### src/rtl/stk_call_pkg.sv
package stk_call_pkg;
   typedef enum logic [2:0] {
      CMD_CALL_DIR  = 3'd0,
      CMD_CALL_PAGE = 3'd1,
      CMD_CALL_TBL  = 3'd2,
      CMD_CALL_REG  = 3'd3,
      CMD_CALL_RIND = 3'd4,
      CMD_BRK       = 3'd5,
      CMD_RET       = 3'd6,
      CMD_RETI      = 3'd7
   } cmd_e;

   typedef enum logic [1:0] {
      ACC_NONE = 2'd0,
      ACC_WR   = 2'd1,
      ACC_RD   = 2'd2
   } acc_e;

   // bit 1 selects PSW, bit 0 selects the byte lane
   typedef enum logic [1:0] {
      DST_PC_LO  = 2'd0,
      DST_PC_HI  = 2'd1,
      DST_PSW_LO = 2'd2,
      DST_PSW_HI = 2'd3
   } dst_e;
endpackage

### src/rtl/stk_call_tgt.sv
module stk_call_tgt
   import stk_call_pkg::*;
#(
   parameter int AW = 16,
   parameter int PTW = 5,
   parameter logic [PTW-1:0] PTAG = 5'b00001
) (
   input  cmd_e          cmd,
   input  logic [AW-1:0] pc,
   input  logic [AW-1:0] opnd,
   output logic [AW-1:0] ret,
   output logic [AW-1:0] dest
);
   logic [1:0] len;

   always_comb begin
      unique case (cmd)
         CMD_CALL_DIR:          len = 2'd3;
         CMD_CALL_TBL, CMD_BRK: len = 2'd1;
         CMD_RET, CMD_RETI:     len = 2'd0;
         default:               len = 2'd2;
      endcase
      ret = pc + AW'(len);
      unique case (cmd)
         CMD_CALL_DIR, CMD_CALL_REG: dest = opnd;
         CMD_CALL_PAGE:              dest = {PTAG, opnd[AW-PTW-1:0]};
         default:                    dest = pc;
      endcase
   end
endmodule

### src/rtl/stk_call_plan.sv
module stk_call_plan
   import stk_call_pkg::*;
#(
   parameter int AW = 16,
   parameter int DW = 8,
   parameter int SW = 3,
   parameter int TIW = 5,
   parameter int GAPW = 8,
   parameter logic [AW-1:0] VEC = 16'h003E
) (
   input  cmd_e          cmd,
   input  logic [SW-1:0] step,
   input  logic [AW-1:0] sp,
   input  logic [AW-1:0] ret,
   input  logic [AW-1:0] psw,
   input  logic [AW-1:0] opnd,
   input  logic          page,
   output acc_e          acc,
   output logic [AW-1:0] addr,
   output logic [DW-1:0] wdata,
   output dst_e          dst,
   output logic          last
);
   logic [SW-1:0]   n_push, n_read, rstep;
   logic [2*AW-1:0] push_word;
   logic [AW-1:0]   rbase, tbl_base;
   int              bi;

   always_comb begin
      tbl_base             = '0;
      tbl_base[TIW-1:0]    = opnd[TIW-1:0];
      tbl_base[TIW+GAPW]   = page;
      n_push = SW'(2);
      n_read = SW'(2);
      rbase  = sp;
      unique case (cmd)
         CMD_CALL_TBL:  rbase = tbl_base;
         CMD_CALL_RIND: rbase = opnd;
         CMD_BRK: begin
            n_push = SW'(4);
            rbase  = VEC;
         end
         CMD_RET:  n_push = '0;
         CMD_RETI: begin
            n_push = '0;
            n_read = SW'(4);
         end
         default: n_read = '0;
      endcase
      push_word = (cmd == CMD_BRK) ? {psw, ret} : {{AW{1'b0}}, ret};
      rstep = step - n_push;
      bi    = int'(n_push) - 1 - int'(step);
      acc   = ACC_NONE;
      addr  = '0;
      wdata = '0;
      dst   = DST_PC_LO;
      if (step < n_push) begin
         acc   = ACC_WR;
         addr  = sp - AW'(step) - AW'(1);
         wdata = push_word[bi*DW +: DW];
      end else if (rstep < n_read) begin
         acc  = ACC_RD;
         addr = rbase + AW'(rstep);
         dst  = dst_e'(rstep[1:0]);
      end
      last = (step == n_push + n_read - SW'(1));
   end
endmodule

### src/rtl/stk_call_seq.sv
module stk_call_seq
   import stk_call_pkg::*;
#(
   parameter int ADDR_W = 16,
   parameter int DATA_W = 8,
   parameter int STEP_W = 3,
   parameter int PAGE_TAG_W = 5,
   parameter logic [PAGE_TAG_W-1:0] PAGE_TAG = 5'b00001,
   parameter int TBL_IDX_W = 5,
   parameter int TBL_GAP_W = 8,
   parameter logic [ADDR_W-1:0] VEC_ADDR = 16'h003E
) (
   input  logic              clk,
   input  logic              rst_n,
   input  logic              start,
   input  logic [2:0]        cmd,
   input  logic [ADDR_W-1:0] pc_in,
   input  logic [ADDR_W-1:0] opnd,
   input  logic              tbl_page,
   input  logic [ADDR_W-1:0] psw_in,
   input  logic [ADDR_W-1:0] sp_in,
   input  logic              ie_in,
   output logic              busy,
   output logic              done,
   output logic [ADDR_W-1:0] mem_addr,
   output logic              mem_we,
   output logic              mem_re,
   output logic [DATA_W-1:0] mem_wdata,
   input  logic [DATA_W-1:0] mem_rdata,
   output logic [ADDR_W-1:0] pc_out,
   output logic [ADDR_W-1:0] sp_out,
   output logic [ADDR_W-1:0] psw_out,
   output logic              ie_out
);
   localparam int PC_W  = 2 * DATA_W;
   localparam int LANES = PC_W / DATA_W;

   if (PC_W != ADDR_W) begin : g_bad_width
      $error("address width must equal two data bytes");
   end
   if (TBL_IDX_W + TBL_GAP_W + 1 > ADDR_W) begin : g_bad_tbl
      $error("table address does not fit");
   end
   if (PAGE_TAG_W >= ADDR_W || STEP_W < 3) begin : g_bad_misc
      $error("page tag or step counter width out of range");
   end

   typedef enum logic [1:0] {S_IDLE, S_RUN, S_DRAIN, S_DONE} state_e;

   state_e            st;
   logic [STEP_W-1:0] step;
   cmd_e              cmd_q;
   logic [ADDR_W-1:0] sp_base, ret_q, opnd_q, sp_w, sp_new, ret_new, dest_new;
   logic              page_q, ie_w, rd_pend, accept;
   logic [1:0]        rd_dst_q;
   logic [PC_W-1:0]   pc_w, psw_w;
   cmd_e              cmd_in;
   acc_e              acc;
   dst_e              p_dst;
   logic              p_last;

   assign cmd_in = cmd_e'(cmd);
   assign accept = start && (st == S_IDLE || st == S_DONE);

   stk_call_tgt #(.AW(ADDR_W), .PTW(PAGE_TAG_W), .PTAG(PAGE_TAG)) u_tgt (
      .cmd (cmd_in),
      .pc  (pc_in),
      .opnd(opnd),
      .ret (ret_new),
      .dest(dest_new)
   );

   stk_call_plan #(
      .AW(ADDR_W), .DW(DATA_W), .SW(STEP_W),
      .TIW(TBL_IDX_W), .GAPW(TBL_GAP_W), .VEC(VEC_ADDR)
   ) u_plan (
      .cmd  (cmd_q),
      .step (step),
      .sp   (sp_base),
      .ret  (ret_q),
      .psw  (psw_w),
      .opnd (opnd_q),
      .page (page_q),
      .acc  (acc),
      .addr (mem_addr),
      .wdata(mem_wdata),
      .dst  (p_dst),
      .last (p_last)
   );

   always_comb begin
      unique case (cmd_in)
         CMD_BRK:  sp_new = sp_in - ADDR_W'(4);
         CMD_RET:  sp_new = sp_in + ADDR_W'(2);
         CMD_RETI: sp_new = sp_in + ADDR_W'(4);
         default:  sp_new = sp_in - ADDR_W'(2);
      endcase
   end

   always_ff @(posedge clk or negedge rst_n) begin
      if (!rst_n) begin
         st       <= S_IDLE;
         step     <= '0;
         cmd_q    <= CMD_CALL_DIR;
         sp_base  <= '0;
         ret_q    <= '0;
         opnd_q   <= '0;
         sp_w     <= '0;
         page_q   <= 1'b0;
         ie_w     <= 1'b0;
         rd_pend  <= 1'b0;
         rd_dst_q <= '0;
      end else begin
         rd_pend  <= (st == S_RUN) && (acc == ACC_RD);
         rd_dst_q <= p_dst;
         if (accept) begin
            st      <= S_RUN;
            step    <= '0;
            cmd_q   <= cmd_in;
            sp_base <= sp_in;
            ret_q   <= ret_new;
            opnd_q  <= opnd;
            page_q  <= tbl_page;
            sp_w    <= sp_new;
            ie_w    <= (cmd_in == CMD_BRK) ? 1'b0 : ie_in;
         end else begin
            unique case (st)
               S_RUN: begin
                  step <= step + STEP_W'(1);
                  if (p_last) st <= S_DRAIN;
               end
               S_DRAIN: st <= S_DONE;
               S_DONE:  st <= S_IDLE;
               default: ;
            endcase
         end
      end
   end

   // per byte lane: load at acceptance, overwrite from a returning read
   for (genvar g = 0; g < LANES; g++) begin : g_lane
      always_ff @(posedge clk or negedge rst_n) begin
         if (!rst_n) begin
            pc_w[g*DATA_W +: DATA_W]  <= '0;
            psw_w[g*DATA_W +: DATA_W] <= '0;
         end else if (accept) begin
            pc_w[g*DATA_W +: DATA_W]  <= dest_new[g*DATA_W +: DATA_W];
            psw_w[g*DATA_W +: DATA_W] <= psw_in[g*DATA_W +: DATA_W];
         end else if (rd_pend && int'(rd_dst_q[0]) == g) begin
            if (rd_dst_q[1]) psw_w[g*DATA_W +: DATA_W] <= mem_rdata;
            else             pc_w[g*DATA_W +: DATA_W]  <= mem_rdata;
         end
      end
   end

   assign busy    = (st == S_RUN) || (st == S_DRAIN);
   assign done    = (st == S_DONE);
   assign mem_we  = (st == S_RUN) && (acc == ACC_WR);
   assign mem_re  = (st == S_RUN) && (acc == ACC_RD);
   assign pc_out  = pc_w;
   assign psw_out = psw_w;
   assign sp_out  = sp_w;
   assign ie_out  = ie_w;

   a_r9_idle_quiet: assert property (@(posedge clk) disable iff (!rst_n)
      !busy |-> !(mem_we || mem_re));

   a_r10_done_pulse: assert property (@(posedge clk) disable iff (!rst_n)
      done |=> !done);

   a_r10_done_after_busy: assert property (@(posedge clk) disable iff (!rst_n)
      $fell(busy) |-> done);

   a_r1_push_descends: assert property (@(posedge clk) disable iff (!rst_n)
      mem_we && $past(mem_we) |-> mem_addr == $past(mem_addr) - ADDR_W'(1));

   a_r7_pop_ascends: assert property (@(posedge clk) disable iff (!rst_n)
      mem_re && $past(mem_re) |-> mem_addr == $past(mem_addr) + ADDR_W'(1));

   a_r6_brk_clears_ie: assert property (@(posedge clk) disable iff (!rst_n)
      done && cmd_q == CMD_BRK |-> !ie_out);
endmodule

### config.mk
export PLATFORM = sky130hd
export DESIGN_NAME = stk_call_seq
export DESIGN_NICKNAME = d
export VERILOG_FILES = /design/src/rtl/stk_call_pkg.sv /design/src/rtl/stk_call_tgt.sv /design/src/rtl/stk_call_plan.sv /design/src/rtl/stk_call_seq.sv
export SDC_FILE = /design/constraint.sdc
export NUM_CORES = 1
export LEC_CHECK = 0
export ABC_AREA = 1
export BUFFER_PORTS_ARGS = -buffer_cell sky130_fd_sc_hd__buf_2
export CORE_MARGIN = 8
export CORE_UTILIZATION = 62
export DETAILED_ROUTE_END_ITERATION = 8
export PLACE_DENSITY = 0.83
export SYNTH_ARGS = -nofsm -noshare
export SYNTH_HDL_FRONTEND = slang
export SYNTH_HIERARCHICAL = 1
export SYNTH_SLANG_ARGS = --single-unit
export TNS_END_PERCENT = 5
### constraint.sdc
create_clock -name clk -period 7.98 [get_ports clk]
set_input_delay 0.399 -clock clk [delete_from_list [all_inputs] [get_ports clk]]
set_output_delay 0.399 -clock clk [all_outputs]
set_load 0.05 [all_outputs]
==> flow_summary_export.csv, run 1 <==
group,metric,value,unit
synth,synth_nets,1407,
floorplan,dieHeight,134.3,µm
cells_and_area,register_area,2703,µm²
setup_path,setup.worst_path.end_class,"output pin",
route,avgViaCountPerCell,5.458,
hold_path,hp-class,"primary input to asynchronous set/reset pin",
sta,tns,0,ns
synth,synth_area,8681,µm²
cts,hold_buffers,0,
setup_path,arrival,4.00,ns
floorplan,die-area,18040,µm²
sta,slew_violations,0,
global_route,grt-ovfl-total,0,
global_route,grt_max_degree,81,
setup_path,crit_type,"register to output pin",
cts,root_buffer,"clkbuf_16",
cells_and_area,multi_input_area,5268,µm²
setup_path,start_kind,"register",
synth,synth.ff_latch_count,108,
global_route,antenna_found_initial,1,
floorplan,ios,157,
outcome,status,"finished, final reports clean",
sta,worst_slack,3.581,ns
power_and_ir_drop,leakagePower,5.557,nW
synth,syn_avg_cell_area,6.803,µm²
global_route,grt_pass1_vias,8192,
floorplan,placementRows,43,
global_route,grt_use_total,0.2826,
sta,finalHoldViolCount,0,
synth,yosysSeqAreaShare,0.3113,
sta,fmax,227.3,MHz
cts,clk_latency,0.35,ns
cts,ctsResizeCount,0,
sta,skew,0.006245,ns
floorplan,start_util,0.6303,
sta,slew_headroom,0.4366,
sta,tightest_slew,0.8450,ns
floorplan,core,13770,µm²
placement,dp_hpwl,19930,µm
cells_and_area,nets,1544,
route,vias,8728,
placement,pre_cts_slack,4.050,ns
floorplan,die-width,134.3,µm
cts,post-cts-setup-buffer-count,0,
cells_and_area,syn2layout_area_growth,13.69,%
synth,synth_cell_types,44,
cts,cts_tree,"done",
setup_path,critPathMaxFanout,20,
cts,htree_levels,3,
route,ant_nets,0,
route,detail_route.wl_per_cell,16.11,µm
synth,synthesis.instances,1276,
synth,synth-edff-count,0,
global_route,grt_pass1_wl,41340,µm
cts,worst_setup_hold_path_clk_slew,0.07,ns
route,drc,0,
sta,rsz0062_at_grt,"no",
cells_and_area,drive_gt1_frac,0.1834,
cts,clock_sinks,108,
setup_path,worstPathRequired,7.58,ns
synth,async_reset_ff_frac,1.000,
cts,cts_buffers,9,
cts,cts.path.max_buffers,2,
power_and_ir_drop,power.density,488.1,nW/µm²
cells_and_area,n_fill_cell,1185,
sta,setup_violations,0,
synth,synth_flop_cell,"dfrtp_1",
placement,gp_congestion,0.9795,
synth,yosys_warnings,6,
route,drt_pass1_iterations,5,
power_and_ir_drop,ir_worst_vdd,0.2694,mV
route,drt_iter0_drc,792,
sta,fin_crit,4.399,ns
sta,fin_crit_sh,0.5513,
placement,place.port_buffers,156,
job,drv_cap,0,
route,wl,25760,µm
==> worst paths after layout <==
| kind | cells after the start | slack (ns) | start | end |
|---|---|---|---|---|
| max | 12 | 3.58 | step[0]$_DFFE_PN0P_ | mem_addr[12] |
| min | 1 | 0.07 | rst_n | sp_out[10]$_DFFE_PN0P_ |
| max reg2reg | 8 | 4.53 | st[0]$_DFFE_PN0P_ | pc_out[8]$_DFFE_PN0P_ |
| min reg2reg | 2 | 0.48 | ret_q[9]$_DFFE_PN0P_ | ret_q[9]$_DFFE_PN0P_ |
| max in group asynchronous | 2 | 6.71 | rst_n | opnd_q[2]$_DFFE_PN0P_ |
| min in group clk | 3 | 0.24 | sp_in[0] | sp_base[0]$_DFFE_PN0P_ |
==> cell usage after synthesis, types with 15 or more instances <==
| master | number | area [µm²] |
|---|---|---|
| mux2_2 | 29 | 326.6 |
| ha_1 | 45 | 563.0 |
| nand3_1 | 72 | 360.4 |
| nand2_1 | 543 | 2038 |
| inv_1 | 129 | 484.2 |
| o21ai_0 | 42 | 210.2 |
| a21oi_1 | 33 | 165.2 |
| dfrtp_1 | 108 | 2703 |
| xor2_1 | 20 | 175.2 |
| nand2_2 | 15 | 93.84 |
| nor2_1 | 84 | 315.3 |
==> layer usage <==
| layer | vias to the layer above | part of all wire | track usage |
|---|---|---|---|
| met5 | - | 0.00031 | 0 |
| met4 | 2 | 0.013 | 0.05989 |
| met3 | 26 | 0.076 | 0.06171 |
| met2 | 300 | 0.46 | 0.4515 |
| met1 | 4086 | 0.45 | 0.3842 |
| li1 | 4314 | - | - |
==> placed cells by master, fill, tap and decap left out, types with 29 or more instances in the layout <==
| master | netlist | layout |
|---|---|---|
| inv_1 | 129 | 129 |
| mux2_2 | 29 | 29 |
| dfrtp_1 | 108 | 108 |
| ha_1 | 45 | 45 |
| a21oi_1 | 33 | 33 |
| o21ai_0 | 42 | 42 |
| nand3_1 | 72 | 72 |
| buf_2 | 11 | 155 |
| nor2_1 | 84 | 84 |
| nand2_1 | 543 | 543 |
==> cell families after synthesis <==
kind of cell | after synthesis | share of synthesized area
xor gates and xnor gates | 28 | 0.02825
DFF | 108 | 0.3113
buffers and inverters | 171 | 0.08187
AOI/OAI and AO/OA | 119 | 0.08432
adders and majority gates | 51 | 0.07870
muxes | 32 | 0.04281
and+or+nand+nor | 767 | 0.3727
==> report_power, final <==
| group | switching [W] | internal (W) |
|---|---|---|
| Sequential | 0.000243 | 0.000821 |
| Combinational | 0.00231 | 0.000916 |
| Clock | 0.000215 | 0.000311 |
==> per-stage QoR <==
step                instances  hold WS [ns]  total power (W)  instance area (µm²)  utilization
floorplan                1276        0.1034         0.003542                 8681            -
global placement         1582        0.4566         0.004181                 9522       0.6913
global route             1598        0.1136         0.005150                 9867       0.7164
finish                   1599       0.06742         0.004817                 9869       0.7166
CTS                      1598       0.08076         0.004808                 9867       0.7164
detailed placement       1582        0.4611         0.004257                 9522       0.6913
==> cell type report <==
cell class,count,area share
clock buffer,10,0.02320
inverter,138,0.05274
sequential,108,0.2738
clock inverter,6,0.01179
antenna,1,0.0002535
multi-input combinational,997,0.5337
tap,180,0.02282
timing repair buffer,159,0.08164
==> worst max-delay path: stages, from the launching register on <==
cell and delay (ns):
dfrtp_1 0.76, clkinv_1 0.65, ha_1 0.45, fa_1 0.39, nand2_1 0.10, nand2_1 0.08
nor3_1 0.26, nand2_1 0.18, nor3_1 0.21, xor2_1 0.17, nand2_1 0.07, nand2_1 0.08
buf_2 0.25
==> registers in the layout (all words and copies together) (netlist names) <==
| register | cells |
|---|---|
| st | 2 |
| psw_out | 16 |
| rd_dst_q | 2 |
| ie_out | 1 |
| ret_q | 16 |
| rd_pend | 1 |
| opnd_q | 16 |
| pc_out | 16 |
| sp_out | 15 |
| sp_base | 16 |
| cmd_q | 3 |
| page_q | 1 |
| step | 3 |
Note: power is estimated with default switching activity, not from simulation.
==> run 2: changes to the inputs <==
Settings changed: ABC_AREA 1 to 0, CORE_UTILIZATION 62 to 51, PLACE_DENSITY 0.83 to 0.73.
Clock period 7.98 ns to 4 ns, I/O delays scaled along.
==> run 2 against run 1 <==
  * Sequential share of layout area grew 1.1 points
  * Die area grew 12%
  * Final cell count shrank 15%
  * Via count shrank 11%
  * Flip-flop and latch count is the same
  * Sequential power grew 99%
  * Critical path depth grew 1
  * Register-to-register slack lost 3.3 ns
  * Design area shrank 3.9%
  * Largest cell class unchanged
  * Highest routed layer is now met4
==> flow_summary_export.csv, run 2 <==
group,metric,value,unit
setup_path,critPathMaxFanout,8,
synth,async_reset_ff_frac,1.000,
synth,yosysMostFrequentCell,"nand2_1",
synth,yosysSeqAreaShare,0.3322,
route,avgViaCountPerCell,5.721,
cells_and_area,final_cell_mix,"nand2_1, buf_2, dfrtp_1",
global_route,grt-ovfl-total,0,
floorplan,die-width,142.3,µm
route,detail_route.wl_per_cell,18.42,µm
placement,dp_hpwl,19120,µm
cts,worst_setup_hold_path_clk_slew,0.07,ns
floorplan,placementRows,46,
route,ant_nets,0,
cts,cts_tree,"done",
sta,fmax,257.5,MHz
sta,slew_headroom,0.3109,
job,drv_cap,0,
setup_path,arrival,3.68,ns
cts,clock_sinks,108,
sta,fin_crit_sh,0.9710,
synth,synth_top_area_share,0.3322,
floorplan,die-area,20250,µm²
synth,yosysTopAreaCell,"dfrtp_1",
synth,synth_cell_types,75,
sta,rsz0062_at_grt,"yes",
sta,fin_crit,3.884,ns
route,drc,0,
synth,synth_common_cells,"nand2_1, dfrtp_1, a21oi_1",
route,wl,25000,µm
synth,syn_avg_cell_area,8.201,µm²
power_and_ir_drop,finalPower,0.009446,W
sta,worst_slack,0.1159,ns
cells_and_area,syn2layout_area_growth,16.64,%
setup_path,setup.worst_path.end_class,"output pin",
sta,tightest_slew,1.027,ns
sta,slew_violations,0,
power_and_ir_drop,ir_worst_vdd,0.6821,mV
route,drt_iter0_drc,646,
setup_path,worstPathRequired,3.80,ns
floorplan,start_util,0.5178,
setup_path,crit_type,"register to output pin",
cells_and_area,nets,1264,
sta,setup_violations,0,
sta,finalHoldViolCount,0,
synth,yosys-top-cells-area,"dfrtp_1, nand2_1, ha_1, a21oi_1, xnor2_1",
synth,synth_flop_cell,"dfrtp_1",
floorplan,core,15710,µm²
synth,synth-edff-count,0,
global_route,grt_use_total,0.2442,
outcome,status,"finished, final reports clean",
cts,cts.path.max_buffers,2,
synth,synth_nets,1123,
global_route,grt_max_degree,75,
sta,skew,0.01696,ns
global_route,antenna_found_initial,3,
synth,synthesis.instances,992,
cts,clk_latency,0.37,ns
synth,yosys_warnings,6,
route,vias,7763,
route,drt_pass1_iterations,5,
power_and_ir_drop,power.density,995.4,nW/µm²
cts,htree_levels,3,
cells_and_area,drive_gt1_frac,0.2153,
cts,root_buffer,"clkbuf_16",
global_route,grt_pass1_wl,39000,µm
placement,pre_cts_slack,0.2252,ns
floorplan,ios,157,
global_route,grt_pass1_vias,7169,
synth,synth.ff_latch_count,108,
synth,synth_area,8135,µm²
placement,place.port_buffers,156,
power_and_ir_drop,leakagePower,4.469,nW
cts,cts_buffers,9,
cells_and_area,final_common_cell,"nand2_1",
floorplan,dieHeight,142.3,µm
placement,gp_congestion,0.9842,
hold_path,hp-class,"primary input to register",
setup_path,start_kind,"register",
-- run 2: area by class of cell --
class	count	area, µm²
fill	1447	6223
timing repair buffer	175	930.9
antenna	3	7.507
inverter	24	93.84
multi-input combinational	815	5157
tap	216	270.3
clock buffer	9	225.2
clock inverter	7	100.1
sequential	108	2704
-- run 2: power by group --
part | switching [W] | leakage (nW) | internal, W | total [W]
Clock | 0.000474 | 0.158 | 0.000509 | 0.000983
Sequential | 0.000487 | 1.32 | 0.00163 | 0.00211
Combinational | 0.00448 | 2.99 | 0.00187 | 0.00635
Total | 0.00544 | 4.47 | 0.00400 | 0.00945
-- run 2: repair_timing --
action                                  4_1_cts  5_1_grt
gates resized for setup                       3        5
hold buffers                                  1        0
hold endpoints to repair                     39        0
setup buffers                                 0        1
endpoints found under the setup margin        4        4
pin swaps                                     0        2
-- run 2: final timing paths --
| check | slack, ns | from | end | cells past startpoint |
|---|---|---|---|---|
| max | 0.12 | cmd_q[0]$_DFFE_PN0P_ | mem_addr[15] | 13 |
| min | 0.03 | tbl_page | page_q$_DFFE_PN0P_ | 3 |
| max reg2reg | 1.26 | cmd_q[0]$_DFFE_PN0P_ | rd_pend$_DFF_PN0_ | 11 |
| min reg2reg | 0.47 | ret_q[7]$_DFFE_PN0P_ | ret_q[7]$_DFFE_PN0P_ | 2 |
| max in group asynchronous | 2.72 | rst_n | ret_q[8]$_DFFE_PN0P_ | 3 |
| min in group asynchronous | 0.38 | rst_n | sp_out[10]$_DFFE_PN0P_ | 2 |
-- run 2: through the flow --
step                      hold WS, ns  instances  setup TNS, ns    util  cell area [µm²]
after floorplan              -0.09559        992              0       -             8135
after global placement         0.2278       1336              0  0.5801             9115
after detailed placement       0.2252       1336              0  0.5801             9115
after CTS                     0.02202       1353              0  0.6022             9462
after global routing          0.05993       1356       -0.01544  0.6038             9487
final                         0.03214       1357              0  0.6039             9489
-- run 2: metal layers --
layer  up-vias  GRT usage  routed length, µm
li1       3767          -                  -
met1      3675     0.3527              11450
met2       304     0.3687              11320
met3        17    0.04831               1928
met4         0    0.05313                306
met5         -          0                  0
-- run 2: cells by family after synthesis --
logic type	count (synthesis)	synth area share
AOI/OAI and AO/OA	248	0.1939
xor gates and xnor gates	56	0.06029
adders and majority gates	51	0.08397
buffers and inverters	69	0.03630
DFF	108	0.3322
muxes	43	0.05598
and+or+nand+nor	417	0.2373
-- run 2: worst max-delay path, cell delays in order (launching register included) --
cell and delay (ns):
dfrtp_2 0.47, nor2_2 0.19, nor2_2 0.07, inv_1 0.08
ha_1 0.16, inv_1 0.05, fa_1 0.48, ha_1 0.34
a21oi_1 0.13, nor3_2 0.23, nand4_2 0.21, or4_1 0.50
a31o_1 0.21, buf_2 0.20
